`src/rtl/uart_rx_fifo.sv`:
```
module uart_rx_fifo #(
  parameter int OSR = 16
) (
  input  logic       clk,
  input  logic       rst_n,
  input  logic       rx_in,
  input  logic       tick,
  input  logic       rd_data,
  input  logic       reg_wr,
  input  logic [7:0] reg_wdata,
  output logic [7:0] data_out,
  output logic [2:0] stat_out,
  output logic       avail,
  output logic [6:0] baud_hi,
  output logic [6:0] ctrl
);
  localparam int CW = $clog2(OSR);
  localparam logic [CW-1:0] MID  = CW'(OSR/2 - 1);
  localparam logic [CW-1:0] LAST = CW'(OSR - 1);

  typedef enum logic [1:0] {S_IDLE, S_START, S_DATA, S_STOP} st_t;

  logic [1:0]    rx_sy;
  logic          rx_s;
  st_t           st;
  logic [CW-1:0] sc;
  logic [3:0]    bn;
  logic [8:0]    sh;
  logic          nine;
  logic [3:0]    nlast;
  logic          done;
  logic [9:0]    word;
  logic [9:0]    hold;
  logic          hold_valid, ovr_pend;
  logic [10:0]   mem [0:1];
  logic          wp, rp;
  logic [1:0]    count;
  logic          start_det, push, pop, lose;

  assign rx_s      = rx_sy[1];
  assign nine      = ctrl[0];
  assign nlast     = nine ? 4'd8 : 4'd7;
  assign start_det = (st == S_IDLE) && !rx_s;
  assign push      = hold_valid && (count != 2'd2);
  assign pop       = rd_data && (count != 2'd0);
  assign lose      = start_det && hold_valid && !push;
  assign done      = (st == S_STOP) && tick && (sc == LAST);
  assign word      = {!rx_s, nine & sh[8], nine ? sh[7:0] : sh[8:1]};

  assign avail    = count != 2'd0;
  assign data_out = avail ? mem[rp][7:0]  : 8'd0;
  assign stat_out = avail ? mem[rp][10:8] : 3'd0;

  always_ff @(posedge clk or negedge rst_n)
    if (!rst_n) rx_sy <= 2'b11;
    else        rx_sy <= {rx_sy[0], rx_in};

  always_ff @(posedge clk or negedge rst_n) begin
    if (!rst_n) begin
      st <= S_IDLE;
      sc <= '0;
      bn <= '0;
      sh <= '0;
    end else begin
      case (st)
        S_IDLE:
          if (!rx_s) begin
            st <= S_START;
            sc <= '0;
          end
        S_START:
          if (tick) begin
            if (sc == MID) begin
              st <= rx_s ? S_IDLE : S_DATA;
              sc <= '0;
              bn <= '0;
            end else sc <= sc + 1'b1;
          end
        S_DATA:
          if (tick) begin
            if (sc == LAST) begin
              sc <= '0;
              sh <= {rx_s, sh[8:1]};
              bn <= bn + 4'd1;
              if (bn == nlast) st <= S_STOP;
            end else sc <= sc + 1'b1;
          end
        default:
          if (tick) begin
            if (sc == LAST) begin
              st <= S_IDLE;
              sc <= '0;
            end else sc <= sc + 1'b1;
          end
      endcase
    end
  end

  always_ff @(posedge clk or negedge rst_n) begin
    if (!rst_n) begin
      hold       <= '0;
      hold_valid <= 1'b0;
      ovr_pend   <= 1'b0;
    end else begin
      if (done) begin
        hold       <= word;
        hold_valid <= 1'b1;
      end else if (push || lose) hold_valid <= 1'b0;
      if (lose)      ovr_pend <= 1'b1;
      else if (push) ovr_pend <= 1'b0;
    end
  end

  always_ff @(posedge clk or negedge rst_n) begin
    if (!rst_n) begin
      mem[0] <= '0;
      mem[1] <= '0;
      wp     <= 1'b0;
      rp     <= 1'b0;
      count  <= '0;
    end else begin
      if (push) begin
        mem[wp] <= {ovr_pend, hold};
        wp      <= ~wp;
      end
      if (pop) rp <= ~rp;
      count <= count + {1'b0, push} - {1'b0, pop};
    end
  end

  always_ff @(posedge clk or negedge rst_n) begin
    if (!rst_n) begin
      baud_hi <= '0;
      ctrl    <= '0;
    end else if (reg_wr) begin
      if (reg_wdata[7]) ctrl    <= reg_wdata[6:0];
      else              baud_hi <= reg_wdata[6:0];
    end
  end
endmodule

```
`config.mk`:
```
export PLATFORM = sky130hd
export DESIGN_NAME = uart_rx_fifo
export DESIGN_NICKNAME = d
export VERILOG_FILES = /design/src/rtl/uart_rx_fifo.sv
export SDC_FILE = /design/constraint.sdc
export NUM_CORES = 1
export LEC_CHECK = 0
export ABC_AREA = 1
export BUFFER_PORTS_ARGS = -buffer_cell sky130_fd_sc_hd__buf_2
export CAP_MARGIN = 20
export CORE_UTILIZATION = 45
export CTS_BUF_LIST = sky130_fd_sc_hd__clkbuf_8
export CTS_CLUSTER_SIZE = 16
export DETAILED_ROUTE_END_ITERATION = 7
export SLEW_MARGIN = 20
export SYNTH_ARGS = -nofsm -noshare
export SYNTH_HDL_FRONTEND = slang
export SYNTH_SLANG_ARGS = --single-unit
```
`constraint.sdc`:
```
create_clock -name clk -period 2.2 [get_ports clk]
set_input_delay 0.22 -clock clk [delete_from_list [all_inputs] [get_ports clk]]
set_output_delay 0.22 -clock clk [all_outputs]
set_load 0.02 [all_outputs]
```
# Yosys cells after proc, flatten, opt, wreduce, memory -nomap -nowiden
# Index checks and enable logic that the tools add are counted.
totals:
  reg_bits: 73
  wordCells: 100
  in_bits: 14
  output_inout_bits: 26
classes:
  n_eq_ne: 13
  addsub: 4
  muxes: 35
  bitwise: 6
  magnitude_cmp: 3
  reduce_logical: 24
ops:
  columns: ["cell", "count"]
  rows:
  - ["2-to-1 mux 11 bit", 4]
  - ["2-to-1 mux 4 bit", 10]
  - ["bitwise mux 22 bit", 1]
  - ["2-to-1 mux 2 bit", 9]
  - ["2-to-1 mux 8 bit", 2]
  - ["one-hot mux 4 bit (2 select lines)", 2]
  - ["inequality test 2 bit (second input constant)", 7]
  - ["demux 11 bit (select 1 bit)", 1]
  - ["nonzero test 2 bit", 5]
  - ["adder 4 x 1 -> 4 bit (second input constant)", 2]
  - ["logical AND 1 bit", 8]
  - ["AND reduction 8 bit", 1]
  - ["one-hot mux 2 bit (3 select lines)", 1]
  - ["AND reduction 3 bit", 2]
  - ["AND reduction 5 bit", 1]
  - ["== test 2 bit (second input constant)", 2]
  - ["== test 4 x 3 -> 1 bit (second input constant)", 1]
  - ["== test 4 bit", 1]
  - ["== test 4 bit (second input constant)", 1]
  - [">= comparator 2 bit (second input constant)", 2]
  - ["2-to-1 mux 1 bit", 4]
  - ["NOT 1 -> 2 bit", 2]
  - ["AND reduction 2 bit", 2]
  - ["2-to-1 mux 3 bit", 1]
  - ["10 further kinds", 13]

# Depth between registers and ports, before layout
depth:
  word_depth: 7
  depth_mapped: 8
  depth_no_buf: 8

# Worst setup path before layout
# OpenSTA, ideal clock, no wires.
synth_timing:
  kind: "reg2reg"
  start: "reg count[1]"
  end: "reg count[1]"
  path_buffers: 0
  path_slack_ns: 0.837
  arrival_ns: 1.241
  setup_ns: 0.123
  synth_period_minus_slack_ns: 1.363
  required_time_ns: 2.077
  path_stages_with_launch: 7
  cell_sequence: "dfrtp_1 -> nor2_1 -> nor2_1 -> ha_1 -> inv_1 -> ha_1 -> xnor2_1"
synth_via:
  word_cells_on_any_way: 6
  classes_between: "add/sub (2); eq/ne (1); reduce/logical (3)"
synth_rtl:
  columns: ["element", "line_no", "rtl"]
  rows:
  - ["start: declaration", "37", "logic [1:0] count;"]
  - ["start signal: assignment", "127", "count <= count + {1'b0, push} - {1'b0, pop};"]
  - ["nonzero test 2 bit", "45", "assign pop = rd_data && (count != 2'd0);"]
  - ["logical AND 1 bit", "45", null]
  - ["via pop", "38", "logic start_det, push, pop, lose;"]
  - ["subtractor 2 x 1 -> 2 bit", "127", null]
# The timed path passes the listed nets, and every way through them passes these cells.
# A chain may end at the register's enable or synchronous reset.

# Worst setup path after layout
layout_timing:
  start: "reg count[0]"
  end: "reg mem[16] (netlist bit)"
layout_via:
  elab_chain_len: 2
layout_rtl:
  columns: ["element", "line_no", "rtl"]
  rows:
  - ["inequality test 2 bit", "44", "assign push = hold_valid && (count != 2'd2);"]
  - ["logical AND 1 bit", "44", null]
  - ["end signal: indexed assignment", "123", "mem[wp] <= {ovr_pend, hold};"]
  - ["end: declaration", "35", "logic [10:0] mem [0:1];"]
# Every way passes these cells.

==> flow_summary.yaml <==
place:
  port_buffers: 39
  gp_congestion: 0.8056
  dp_hpwl_mm: 3.923
grt:
  grt_overflow_total: 0
  grt_max_degree: 74
  antenna_found_initial: 0
  grt_pass1_vias: 2223
  grt_pass1_wl_mm: 10.07
  grtUsageTotal: 0.1722
routing:
  via_per_inst: 4.738
  drtIter0Drc: 165
  wl_per_cell_um: 11.48
  drc_errors: 0
  dr_total_vias: 2426
  postRouteAntennaNets: 0
  wirelength_mm: 5.877
  drtPass1Iterations: 4
worst_hold_path:
  min_path_type: "primary input to flop"
  hold_path_end: "ctrl[2]"
  hold_depth: 3
  hp-start: "reg_wdata[2]"
pwr:
  power_density_nw_per_um2: 894.3
  ir_drop_mv: 0.4581
  p_total_mw: 3.359
  leakagePower_nw: 1.870
sta:
  worstMarginPinSlew_ns: 1.034
  slew_headroom: 0.3108
  setup_tns_ns: 0
  min_period_ns: 1.758
  setup_viol: 0
  clock_skew_ns: 0.005332
  rsz0062_at_grt: "no"
  max_freq_mhz: 568.7
  period_share: 0.7993
  drv_slew: 0
  hold_viol: 0
  holdWs_ns: 0.1516
clock_tree:
  clock_sink_count: 73
  clk_pin_slew_worst_paths_ns: 0.07
  cts_buffer_depth: 2
  ctsResizeCount: 0
  cts-root-buf: "clkbuf_8"
  cts_tree: "done"
  h-tree-depth: 3
  clk_latency_ns: 0.34
  cts_buffers: 9
floorplanning:
  io_pins: 40
  die_w_um: 87.95
  initial_core_util: 0.4762
  die_h_um: 87.95
  rows: 30
  die-area_um2: 7735
  coreArea_um2: 6982
worst_setup_path:
  critPathKind: "flop to flop"
  endpoint_kind: "flop"
  r2r_end: "mem[16]"
  reg2reg_depth: 6
  r2r_slack_ns: 0.44
  crit_path_max_fanout: 23
  cp.arrival_ns: 2.02
  cp-start-kind: "flop"
  r2r-start: "count[0]"
  cp.required_ns: 2.46
synth:
  post_synth_num_cell_types: 34
  synth_area_leaders: "dfrtp_1 53%, nand2_1 12%, o21ai_0 5.7%, o21ai_2 5.3%, inv_1 4.6%"
  synth_cells: 371
  ys_seq_area_frac: 0.5502
  yosysTopAreaCell: "dfrtp_1"
  ys_seq_elements: 73
  synth_top_area_frac: 0.5344
  synth_nets: 389
  mappedNetlistArea_um2: 3324
  ys_warn_count: 0
  synth_area_per_cell_um2: 8.961
cells_and_area:
  mostFrequentLayoutCells: "105 x nand2_1, 71 x dfrtp_1, 45 x inv_1"
  area_delta_synth_final_pct: 12.98
  mostFrequentLayoutCell: "nand2_1"
  final_core_util: 0.5380
  layout-drive-gt1-share: 0.2284
  layout.nets: 429
  nFillCells: 668
  num_antenna_cells: 0
status:
  status: "finished, final reports clean"
run:
  maxCapViolCount: 0
-- metal layers --
layer	track usage	vias up	routed length [um]
met5	0	-	0
li1	-	1271	-
met2	0.2755	34	2717
met4	0.04471	0	24
met1	0.2227	1119	2924
met3	0.06221	2	211
-- repair_timing --
item                                   in CTS  in global routing
hold buffers                                2                  0
endpoints found under the hold margin      72                  0
buffers inserted                            0                  0
-- area by class of cell --
type                       count  area, um^2  area share
multi-input combinational    239        1235      0.3288
timing repair buffer          44       250.2     0.06662
sequential                    73        1829      0.4870
clock buffer                   9       123.9     0.03298
clock inverter                 7       32.53    0.008661
inverter                      44       165.2     0.04397
tap                           96       120.1     0.03198
-- critical path, stage by stage, from the launching register on --
cell     delay, ns
dfrtp_1       0.40
inv_1         0.06
nand2_1       0.06
nand2_2       0.10
or2_1         0.80
nand2_1       0.16
o21ai_2       0.09
-- state kept, by name, indices dropped and copies added, names as in the netlist, 2 cells and up --
signal and flops:
mem 22, hold 10, sh 9, baud_hi 7, ctrl 7, bn 4
sc 4, count 2, rx_sy 2, st 2
-- worst max path at each step --
| stage | slack, ns | cells after the start | endpoint | startpoint |
|---|---|---|---|---|
| after floorplan | 0.84 | 6 | count[1] | count[1] |
| after global placement | 0.46 | 5 | hold[7] | sc[1] |
| after detailed placement | 0.45 | 6 | mem[16] | count[0] |
| after CTS | 0.42 | 6 | mem[16] | count[0] |
| after global routing | 0.22 | 6 | mem[13] | count[0] |
| final | 0.44 | 6 | mem[16] | count[0] |
-- kinds of logic (layout without fill, tap and decap cells) --
kind of cell,Yosys count,count (layout),synth area share
AO/OA/AOI/OAI,87,87,0.1630
AND/OR/NAND/NOR,144,144,0.1829
buffers and inverters,59,104,0.07828
XOR/XNOR,4,4,0.01054
flip-flops,73,73,0.5502
adder cells (fa/ha/maj),4,4,0.01506
-- where the power goes --
part	leakage (nW)	internal, mW	switching (mW)
registers	0.919	1.51	0.148
clock network	0.0940	0.389	0.459
logic	0.857	0.304	0.547
total	1.87	2.20	1.15
-- Yosys cell counts (all sizes together) --
master and n:
dfstp 2, a21oi 15, ha 4, o21ai 61, xnor2 3, buf 10, o211ai 7, a31o 1
xor2 1, o21a 1, clkbuf 5, nor3 1, o21bai 1, nand4 1, o22ai 1, or2 2
dfrtp 71, nor2 17, nand2 112, inv 44, nand3 11
-- metrics by stage --
stage / worst slack, ns / std cells / cell area, um^2
final: 0.4416 / 512 / 3756
after global routing: 0.2228 / 512 / 3756
after CTS: 0.4223 / 512 / 3756
after detailed placement: 0.4499 / 494 / 3580
after global placement: 0.4576 / 494 / 3580
after floorplan: 0.8369 / 371 / 3324
Note: power is estimated with default switching activity, not from simulation.
